===== config.mk =====
export PLATFORM = sky130hd
export DESIGN_NAME = sif_ctrl_port
export DESIGN_NICKNAME = d
export VERILOG_FILES = /design/src/rtl/sif_pkg.sv /design/src/rtl/sif_edges.sv /design/src/rtl/sif_shift_in.sv /design/src/rtl/sif_regfile.sv /design/src/rtl/sif_readback.sv /design/src/rtl/sif_ctrl_port.sv
export SDC_FILE = /design/constraint.sdc
export NUM_CORES = 1
export LEC_CHECK = 0
export BUFFER_PORTS_ARGS = -buffer_cell sky130_fd_sc_hd__buf_2
export CAP_MARGIN = 10
export CORE_UTILIZATION = 50
export CTS_BUF_LIST = sky130_fd_sc_hd__clkbuf_2
export DETAILED_ROUTE_END_ITERATION = 10
export PLACE_DENSITY = 0.82
export SYNTH_ARGS = -nofsm -noshare
export SYNTH_HDL_FRONTEND = slang
export SYNTH_HIERARCHICAL = 1
export SYNTH_SLANG_ARGS = --single-unit

===== constraint.sdc =====
create_clock -name clk -period 8.3 [get_ports clk]
set_input_delay 1.245 -clock clk [delete_from_list [all_inputs] [get_ports clk]]
set_output_delay 1.245 -clock clk [all_outputs]
set_load 0.01 [all_outputs]

===== src/rtl/sif_pkg.sv =====
`timescale 1ns/1ps
package sif_pkg;
  localparam int unsigned DEF_ADDR_W   = 6;
  localparam int unsigned DEF_DATA_W   = 8;
  localparam int unsigned DEF_RD_BIT   = 4;
  localparam int unsigned DEF_PD_INDEX = 6;
  localparam int unsigned DEF_PD_BIT   = 0;

  typedef enum logic [1:0] {
    WK_NONE  = 2'd0,
    WK_WRITE = 2'd1,
    WK_READ  = 2'd2
  } word_kind_e;
endpackage


===== src/rtl/sif_edges.sv =====
`timescale 1ns/1ps
module sif_edges (
  input  logic clk,
  input  logic rst_n,
  input  logic sck,
  input  logic load,
  output logic sck_rise,
  output logic sck_fall,
  output logic load_rise
);
  logic sck_q, load_q;

  always_ff @(posedge clk or negedge rst_n) begin
    if (!rst_n) begin
      sck_q  <= 1'b0;
      load_q <= 1'b0;
    end else begin
      sck_q  <= sck;
      load_q <= load;
    end
  end

  assign sck_rise  = sck & ~sck_q;
  assign sck_fall  = ~sck & sck_q;
  assign load_rise = load & ~load_q;
endmodule


===== src/rtl/sif_shift_in.sv =====
`timescale 1ns/1ps
module sif_shift_in #(
  parameter int unsigned FRAME_W = 14
) (
  input  logic               clk,
  input  logic               rst_n,
  input  logic               sck_rise,
  input  logic               sdi,
  input  logic               load_rise,
  output logic [FRAME_W-1:0] frame,
  output logic               frame_ok
);
  localparam int unsigned CNT_W   = $clog2(FRAME_W + 2);
  localparam logic [CNT_W-1:0] CNT_SAT  = CNT_W'(FRAME_W + 1);
  localparam logic [CNT_W-1:0] CNT_FULL = CNT_W'(FRAME_W);

  logic [FRAME_W-1:0] sh_q, sh_d;
  logic [CNT_W-1:0]   cnt_q, cnt_d;

  always_comb begin
    sh_d  = sh_q;
    cnt_d = cnt_q;
    if (load_rise) begin
      cnt_d = '0;
    end else if (sck_rise) begin
      sh_d = {sh_q[FRAME_W-2:0], sdi};
      if (cnt_q != CNT_SAT) cnt_d = cnt_q + 1'b1;
    end
  end

  always_ff @(posedge clk or negedge rst_n) begin
    if (!rst_n) begin
      sh_q  <= '0;
      cnt_q <= '0;
    end else begin
      sh_q  <= sh_d;
      cnt_q <= cnt_d;
    end
  end

  assign frame    = sh_q;
  assign frame_ok = load_rise && (cnt_q == CNT_FULL);
endmodule


===== src/rtl/sif_regfile.sv =====
`timescale 1ns/1ps
module sif_regfile #(
  parameter int unsigned IDX_W  = 5,
  parameter int unsigned DATA_W = 8
) (
  input  logic                          clk,
  input  logic                          rst_n,
  input  logic                          we,
  input  logic [IDX_W-1:0]              widx,
  input  logic [DATA_W-1:0]             wdata,
  input  logic [IDX_W-1:0]              ridx,
  output logic [DATA_W-1:0]             rdata,
  output logic [(1<<IDX_W)*DATA_W-1:0]  cfg_flat
);
  localparam int unsigned N_REGS = 1 << IDX_W;

  logic [DATA_W-1:0] regs [N_REGS];

  for (genvar i = 0; i < N_REGS; i++) begin : g_reg
    logic              hit;
    logic [DATA_W-1:0] nxt;
    assign hit = we && (widx == IDX_W'(i));
    assign nxt = hit ? wdata : regs[i];

    always_ff @(posedge clk or negedge rst_n) begin
      if (!rst_n) regs[i] <= '0;
      else        regs[i] <= nxt;
    end

    assign cfg_flat[i*DATA_W +: DATA_W] = regs[i];
  end

  assign rdata = regs[ridx];
endmodule


===== src/rtl/sif_readback.sv =====
`timescale 1ns/1ps
module sif_readback #(
  parameter int unsigned DATA_W = 8
) (
  input  logic              clk,
  input  logic              rst_n,
  input  logic              cap_en,
  input  logic [DATA_W-1:0] cap_val,
  input  logic              sck_fall,
  output logic              sdo,
  output logic              pend
);
  localparam int unsigned CNT_W = $clog2(DATA_W + 1);
  localparam logic [CNT_W-1:0] CNT_LOAD = CNT_W'(DATA_W);

  logic [DATA_W-1:0] sr_q, sr_d;
  logic [CNT_W-1:0]  cnt_q, cnt_d;

  always_comb begin
    sr_d  = sr_q;
    cnt_d = cnt_q;
    if (cap_en) begin
      sr_d  = cap_val;
      cnt_d = CNT_LOAD;
    end else if (sck_fall && (cnt_q != '0)) begin
      sr_d  = {sr_q[DATA_W-2:0], 1'b0};
      cnt_d = cnt_q - 1'b1;
    end
  end

  always_ff @(posedge clk or negedge rst_n) begin
    if (!rst_n) begin
      sr_q  <= '0;
      cnt_q <= '0;
    end else begin
      sr_q  <= sr_d;
      cnt_q <= cnt_d;
    end
  end

  assign sdo  = sr_q[DATA_W-1];
  assign pend = (cnt_q != '0);
endmodule


===== src/rtl/sif_ctrl_port.sv =====
`timescale 1ns/1ps
module sif_ctrl_port
  import sif_pkg::*;
#(
  parameter int unsigned ADDR_W   = DEF_ADDR_W,
  parameter int unsigned DATA_W   = DEF_DATA_W,
  parameter int unsigned RD_BIT   = DEF_RD_BIT,
  parameter int unsigned PD_INDEX = DEF_PD_INDEX,
  parameter int unsigned PD_BIT   = DEF_PD_BIT,
  localparam int unsigned IDX_W   = ADDR_W - 1,
  localparam int unsigned FRAME_W = ADDR_W + DATA_W,
  localparam int unsigned CFG_W   = (1 << IDX_W) * DATA_W,
  localparam int unsigned PD_POS  = PD_INDEX * DATA_W + PD_BIT
) (
  input  logic             clk,
  input  logic             rst_n,
  input  logic             sck,
  input  logic             sdi,
  input  logic             load,
  input  logic             oe_n,
  input  logic             pdata_bit,
  output logic             pin_out,
  output logic             pin_oe,
  output logic [CFG_W-1:0] cfg_flat
);
  // reset: asserted at once, released after two clock edges
  logic [1:0] rst_pipe;
  logic       rst_sync_n;

  always_ff @(posedge clk or negedge rst_n) begin
    if (!rst_n) rst_pipe <= 2'b00;
    else        rst_pipe <= {rst_pipe[0], 1'b1};
  end
  assign rst_sync_n = rst_pipe[1];

  logic sck_rise, sck_fall, load_rise;

  sif_edges u_edges (
    .clk       (clk),
    .rst_n     (rst_sync_n),
    .sck       (sck),
    .load      (load),
    .sck_rise  (sck_rise),
    .sck_fall  (sck_fall),
    .load_rise (load_rise)
  );

  logic [FRAME_W-1:0] frame;
  logic               frame_ok;

  sif_shift_in #(.FRAME_W(FRAME_W)) u_shift_in (
    .clk       (clk),
    .rst_n     (rst_sync_n),
    .sck_rise  (sck_rise),
    .sdi       (sdi),
    .load_rise (load_rise),
    .frame     (frame),
    .frame_ok  (frame_ok)
  );

  // word decode
  logic [ADDR_W-1:0] w_addr;
  logic [DATA_W-1:0] w_data;
  logic [IDX_W-1:0]  w_idx;
  word_kind_e        w_kind;
  logic              we, rd_load;

  assign w_addr = frame[FRAME_W-1:DATA_W];
  assign w_data = frame[DATA_W-1:0];
  assign w_idx  = {w_addr[ADDR_W-1:RD_BIT+1], w_addr[RD_BIT-1:0]};

  always_comb begin
    w_kind = WK_NONE;
    if (frame_ok) w_kind = w_addr[RD_BIT] ? WK_READ : WK_WRITE;
  end

  assign we      = (w_kind == WK_WRITE);
  assign rd_load = (w_kind == WK_READ);

  logic [DATA_W-1:0] rd_val;

  sif_regfile #(.IDX_W(IDX_W), .DATA_W(DATA_W)) u_regfile (
    .clk      (clk),
    .rst_n    (rst_sync_n),
    .we       (we),
    .widx     (w_idx),
    .wdata    (w_data),
    .ridx     (w_idx),
    .rdata    (rd_val),
    .cfg_flat (cfg_flat)
  );

  logic rb_sdo, rb_pend;

  sif_readback #(.DATA_W(DATA_W)) u_readback (
    .clk      (clk),
    .rst_n    (rst_sync_n),
    .cap_en   (rd_load),
    .cap_val  (rd_val),
    .sck_fall (sck_fall),
    .sdo      (rb_sdo),
    .pend     (rb_pend)
  );

  // shared pin
  logic pd_on;
  assign pd_on   = cfg_flat[PD_POS];
  assign pin_out = (rb_pend && !pd_on) ? rb_sdo : pdata_bit;
  assign pin_oe  = ~oe_n;
endmodule


==> metrics.txt, run 1 <==
die height=165 µm; CP Max Fanout=13; number of antenna-violating nets in the routed design=0; worst-path cell chain=inv_1 > ha_1 > nor3b_4 > inv_2 > nand2b_1 > mux2_4 > buf_2; Final Power=0.00313 W; leakage power=8.35 nW; final wirelength=around 37000 µm; vias in the first global route=~9200; CTS Buffer Depth=3; worst slew pin tran=1.24 ns; Core ar.=26100 µm²; fin area=about 15000 µm²; Synth Register Bits=290; area of the die=27300 µm²; Power Dens Cells=202 nW/µm²; fraction of layout cells with a size suffix above 1=between 60% and 70%; VDD IR max=140 µV; Post-Synthesis Cells=841; Pre-antenna DRT Iters=7; worst stage delay on the critical path=0.43 ns; # setup viols final=0; Area contributors post-synth=dfrtp_1, mux2_2, mux4_2; Critical Path Source Type=flop; Syn Nets=852; GR Overflow Total=0; Die X=165 µm; fraction of registers with async set or reset after synthesis=100%; largest net degree at the start of global routing=152; largest area contributor in the netlist=dfrtp_1; Tightest Hold Check Type=input pin to async pin; root buf cell=clkbuf_2; EDFF count, synth=0; # Max-Cap Violations=0; Buffers & Inverters on Critical Path=3; share of the synthesized area in the top cell type=54.5%; status=finished with violations; I/O pin count=265; sequential share of the synthesized area=between 50% and 60%; max frequency=around 0.25 GHz; first-pass GRT wire length=between 50000 and 60000 µm; initial antenna violation count=3; Initial DRC Count=528; Post-Syn Area=13300 µm²; Synth cell types=43; drt wl/cell=24.7 µm; Placement Cell Area=14900 µm²; reg2reg setup slack=between 4 and 5 ns; TritonCTS buffer count=75; Hold Vio Cnt, Final=0; TNS Setup=0 ns; total global-route track usage=28.0%; hold_buf cts=0; effective utilization at floorplan=51.0%; postcts setup bufs=0; Clock Latency Late Sink=0.85 ns; Primary FF master, synth=dfrtp_1; Final Critical Period=3.94 ns; Worst-path clk slew=roughly 0.09 ns; gpl congestion=0.799; post-DP HPWL=around 25000 µm; WP data required=7.05 ns; Crit Path Class=flop to output port; DR vias/cell=approximately 6; via count=8859; Avg Cell Area, Syn=about 16 µm²; violated checks=design-rule violations; Layout Nets=1141; Worst EP arrival=between 2 and 3 ns; htree depth=3; Sink Count=between 200 and 300; family with the most delay on the worst path=simple AND/OR/NAND/NOR gates; period utilization=47.5%; num rows=59; Synth Warn #=6; cell with the largest stage delay on the worst path=nor3b_4; Port Buffers=between 200 and 300; setup repair after global routing missed its margin=no; area delta synth->final=16.3%; CTS resizes=0; Post-route DRC=28; Final Skew=0.0989 ns; relative slew slack=about 17%; pins over their slew limit=0; CTS tree=done; endpoint type of the worst setup path=output port
==> layer usage <==
metal	vias up	wire [µm]	GRT usage (%)
li1	3769	-	-
met4	2	1230	11.6
met3	80	2620	7.54
met2	346	18200	44.0
met5	-	11	0
met1	4662	15400	36.9
==> kinds of logic after synthesis <==
group	synth area share [%]
mux	37.6
flops	54.5
simple gates	3.62
buf+inv	2.57
compound gates	1.35
fa+ha+maj	0.376
other cells	0.0281
==> final timing paths <==
kind                                     start                 endpoint  depth (start not counted)
setup / recovery           u_readback/cnt_q[0]                  pin_out                          7
hold / removal                           rst_n              rst_pipe[1]                          1
setup reg to reg                u_edges/load_q  u_regfile/cfg_flat[157]                          6
hold reg to reg                    rst_pipe[0]              rst_pipe[1]                          0
max in group asynchronous          rst_pipe[1]     u_shift_in/frame[10]                          1
min in group clk                   rst_pipe[0]              rst_pipe[1]                          0
==> registers in the layout (all words and copies together) (netlist names) <==
register            count
rst_pipe                2
u_regfile/cfg_flat    256
u_readback/sr_q         8
u_shift_in/frame       14
u_readback/cnt_q        4
u_edges/sck_q           1
u_shift_in/cnt_q        4
u_edges/load_q          1
==> cell type report <==
type / instances / area [µm²]
multi-input combinational: 479 / 5720
timing repair buffer: 276 / 1420
clock inverter: 16 / 68.8
antenna: 1 / 2.50
tap: 335 / 419
clock buffer: 111 / 556
inverter: 8 / 30.0
fill: 2104 / 10600
sequential: 290 / 7270
==> cell usage after synthesis (4+ instances only) <==
| library cell | count |
|---|---|
| nand2_1 | 15 |
| o21ai_0 | 10 |
| buf_1 | 6 |
| inv_1 | 7 |
| a21oi_1 | 10 |
| buf_2 | 5 |
| mux4_2 | 80 |
| nand2b_1 | 6 |
| mux2_2 | 270 |
| buf_4 | 7 |
| nor2b_1 | 15 |
| nor2_1 | 16 |
| dfrtp_1 | 290 |
| ha_1 | 4 |
| a31oi_1 | 9 |
| mux2_4 | 11 |
| clkbuf_1 | 41 |
==> metrics by stage <==
step | hold WS, ns | utilization (%) | worst slack (ns) | std cells
2_1_floorplan | 0.331 | - | 3.55 | 841
3_3_place_gp | 0.333 | 56.9 | 3.83 | 1388
3_5_place_dp | 0.342 | 56.9 | 3.80 | 1388
4_1_cts | 0.0860 | 59.3 | 4.31 | 1515
5_1_grt | 0.112 | 59.3 | 4.18 | 1516
6_report | 0.210 | 59.3 | 4.36 | 1516
==> power breakdown <==
group / internal [W] / total (W) / switching [W]
logic: 0.000228 / 0.000560 / 0.000332
registers: 0.00145 / 0.00165 / 0.000193
clock network: 0.000353 / 0.000923 / 0.000571
total: 0.00203 / 0.00313 / 0.00110
==> cells in the final DEF (no fill, tap or decap), types with 2 or more instances in the layout <==
cell type	netlist	final
dfrtp_1	290	287
mux2_2	270	270
buf_2	5	264
clkbuf_2	0	111
mux4_2	80	80
nor2_1	16	16
nor2b_1	15	15
nand2_1	15	15
mux2_4	11	11
clkinv_1	0	11
buf_4	7	11
o21ai_0	10	10
a21oi_1	10	10
a31oi_1	9	9
inv_1	7	7
nand2b_1	6	6
ha_1	4	4
inv_2	1	3
dfrtp_4	0	3
nor3_1	3	3
or3_1	3	3
nand4b_1	3	3
nor4bb_1	3	3
and3_1	3	3
clkinvlp_4	0	2
and2b_2	2	2
nand4_1	2	2
No activity file was read; power rests on OpenSTA's default activity.
==> run 2, diff against run 1 <==
--- a/config.mk
+++ b/config.mk
@@ -5,6 +5,7 @@
 export SDC_FILE = /design/constraint.sdc
 export NUM_CORES = 1
 export LEC_CHECK = 0
+export ABC_AREA = 1
 export BUFFER_PORTS_ARGS = -buffer_cell sky130_fd_sc_hd__buf_2
 export CAP_MARGIN = 10
 export CORE_UTILIZATION = 50
==> constraint.sdc (replaced) <==
create_clock -name clk -period 3.5 [get_ports clk]
set_input_delay 0.525 -clock clk [delete_from_list [all_inputs] [get_ports clk]]
set_output_delay 0.525 -clock clk [all_outputs]
set_load 0.01 [all_outputs]
==> run 2 against run 1 <==
  * The run still ends with design-rule violations left
  * Non-clock buffer count rose by 16
  * Critical endpoint is now u_regfile/cfg_flat[4]
  * Area after synthesis rose by 1.0%
  * Global-route usage rose by 3.5 points
  * Wire length rose by 17%
  * Largest cell class unchanged
  * Register-to-register slack got worse by 3.9 ns
  * Synthesized cell count rose by 100%
  * Total power rose by 140%
  * Flip-flop and latch count did not move
  * Final cell count rose by 53%
  * Sequential share of layout area fell by 0.20 points
==> metrics.txt, run 2 <==
Hold Vio Cnt, Final=0; Clock Latency Late Sink=0.85 ns; Sink Count=290; Fillers=2331; Synth Area in XOR/XNOR=0.130%; total global-route track usage=31.5%; largest net degree at the start of global routing=84; CTS Buffer Depth=3; Final Skew=about 0.055 ns; Post-synth top cells=nand2_1, dfrtp_1, o21ai_0; Area contributors post-synth=dfrtp_1, nand2_1, o21ai_0; Syn Nets=1704; Worst-path clk slew=0.10 ns; largest area contributor in the netlist=dfrtp_1; main combinational cell family by area after synthesis=simple AND/OR/NAND/NOR gates; area of the multi-input gates=5470 µm²; count leader, synth=nand2_1; Tightest Hold Check Type=flop to async pin; adder-cell share of the synthesized area=0.372%; Placement Cell Area=14800 µm²; mux cell area share after synthesis=0%; compound-gate portion of the synthesized area=10.3%; fraction of registers with async set or reset after synthesis=between 90% and 100%; CTS resizes=0; DR vias/cell=roughly 5.7; fin area=roughly 16000 µm²; Power Dens Cells=482 nW/µm²; Post-Synthesis Cells=~1700; Post-route DRC=19; Min Hold Slack=a little over 0.3 ns; relative slew slack=18.8%; max reg flops=between 200 and 300; # Max-Cap Violations=0; first-pass GRT wire length=roughly 68000 µm; worst r2r src=u_edges/load_q; post-DP HPWL=29400 µm; setup repair after global routing missed its margin=no; clock share of power=between 30% and 40%; vias in the first global route=12200; drt wl/cell=about 19 µm; # setup viols final=0; Die X=166 µm; Critical Path Source Type=flop; Buffers & Inverters on Critical Path=3; pins over their slew limit=0; Reg area=~7300 µm²; TNS Setup=0 ns; CTS tree=done; status=finished with violations; cell with the largest stage delay on the worst path=nand3_1; period utilization=75.2%; FF-to-FF End=u_regfile/cfg_flat[4]; endpoint type of the worst setup path=flop; die height=166 µm; share of the synthesized area in the top cell type=a little over half; violated checks=design-rule violations; reg2reg setup slack=approximately 0.87 ns; most common cell after layout, fill and taps aside=nand2_1; Initial DRC Count=1949; worst stage delay on the critical path=0.47 ns; final core occ=59.3%; htree depth=3; Post-Syn Area=13500 µm²; VDD IR max=248 µV; Synth cell types=25; crit path capture=u_regfile/cfg_flat[4]; Pre-antenna DRT Iters=11; worst slew pin tran=1.22 ns; via count=13300; TritonCTS buffer count=75; effective utilization at floorplan=51.4%; leakage power=8.13 nW; EDFF count, synth=0; num rows=59; worst-path cell chain=nor2_1 > inv_1 > nor2_1 > inv_1 > nor2_1 > inv_1 > nor2_4 > nand3_1 > o21ai_0; gpl congestion=0.959; max frequency=0.380 GHz; Synth Register Bits=290; Worst EP arrival=3.34 ns; switching power=0.00269 W; Port Buffers=264; number of antenna-violating nets in the routed design=0; postcts setup bufs=0; Post-Layout Cell Count=2327; Primary FF master, synth=dfrtp_1; sw frac=35.9%; Core ar.=26200 µm²; most frequent cells in the layout=nand2_1, dfrtp_1, buf_2; Crit Path Class=flop to flop; CP Max Fanout=16; initial antenna violation count=1; Synth Warn #=6; area delta synth->final=15.6%; GR Overflow Total=0; Worst setup startpoint=u_edges/load_q; Layout Nets=1958; DP Cell Count=2199; family with the most delay on the worst path=simple AND/OR/NAND/NOR gates; final wirelength=43700 µm; Simple-Gate Fraction of Synth Area=29.8%; P_int=0.00481 W; Reg power frac=47.0%; fraction of layout cells with a size suffix above 1=about 22%; hold_buf cts=5; area of the die=27600 µm²; Stages on worst setup path=9; WP data required=4.21 ns; Comb power frac=between 20% and 30%; root buf cell=clkbuf_2; Final Critical Period=2.63 ns; I/O pin count=265; sequential share of the synthesized area=53.9%; Avg Cell Area, Syn=7.95 µm²; r2r worst-path depth=9
run 2: cell types whose count changed in the layout (fill, tap and decap cells not counted), sizes merged, moves of 11 or more:
cell / before / now
buf: 276 / 287
inv: 10 / 44
mux2: 281 / 0
mux4: 80 / 0
nand2: 15 / 719
nand3: 1 / 214
nor2b: 15 / 0
o21ai: 10 / 271
run 2: worst reg2reg max path, stage by stage, from the launching register on:
cell,delay [ns]
dfrtp_1,0.38
nor2_1,0.27
inv_1,0.19
nor2_1,0.20
inv_1,0.05
nor2_1,0.15
inv_1,0.10
nor2_4,0.35
nand3_1,0.47
o21ai_0,0.35
run 2: cells by family after synthesis:
logic type / after synthesis
AND/OR/NAND/NOR: 968
XOR/XNOR: 2
flip-flops: 290
adder cells (fa/ha/maj): 4
AO/OA/AOI/OAI: 271
other: 1
buffers and inverters: 157
run 2: final cells by class:
cell class | instances | area share, %
Multi-Input combinational cell | 1246 | 35.2
Antenna cell | 1 | 0.0161
Sequential cell | 290 | 46.7
Timing Repair Buffer | 292 | 10.2
Tap cell | 335 | 2.70
Clock inverter | 7 | 0.507
Inverter | 42 | 1.02
Clock buffer | 114 | 3.67
run 2: how the worst min path moves through the flow:
stage | to | startpoint | slack (ns)
5_1_grt | u_edges/load_q | load | 0.30
4_1_cts | u_edges/load_q | load | 0.28
3_5_place_dp | rst_pipe[0] | rst_n | 0.32
2_1_floorplan | rst_pipe[0] | rst_n | 0.23
3_3_place_gp | rst_pipe[0] | rst_n | 0.31
6_report | u_shift_in/frame[9] | rst_pipe[1] | 0.31
run 2: power by group through the flow:
stage / clock network (W) / logic, W / registers, W
2_1_floorplan: 0 / 0.00107 / 0.00359
3_3_place_gp: 0 / 0.00156 / 0.00358
3_5_place_dp: 0 / 0.00159 / 0.00359
4_1_cts: 0.00235 / 0.00160 / 0.00352
5_1_grt: 0.00254 / 0.00177 / 0.00354
6_report: 0.00231 / 0.00166 / 0.00352
run 2: stage by stage:
step / power (W) / worst slack [ns]
after floorplan: 0.00467 / 0.609
after global placement: 0.00515 / 0.767
after detailed placement: 0.00518 / 0.661
after CTS: 0.00747 / 0.851
after global routing: 0.00785 / 0.656
final: 0.00750 / 0.869
run 2: per-layer routing:
layer | up-vias | wire length (µm) | part of all wire (%) | track usage [%]
li1 | 6042 | - | - | -
met1 | 6225 | 17100 | 39 | 43.0
met2 | 942 | 20200 | 46 | 48.7
met3 | 109 | 4930 | 11 | 6.43
met4 | 0 | 1550 | 3.5 | 14.0
met5 | - | 0 | 0 | 0
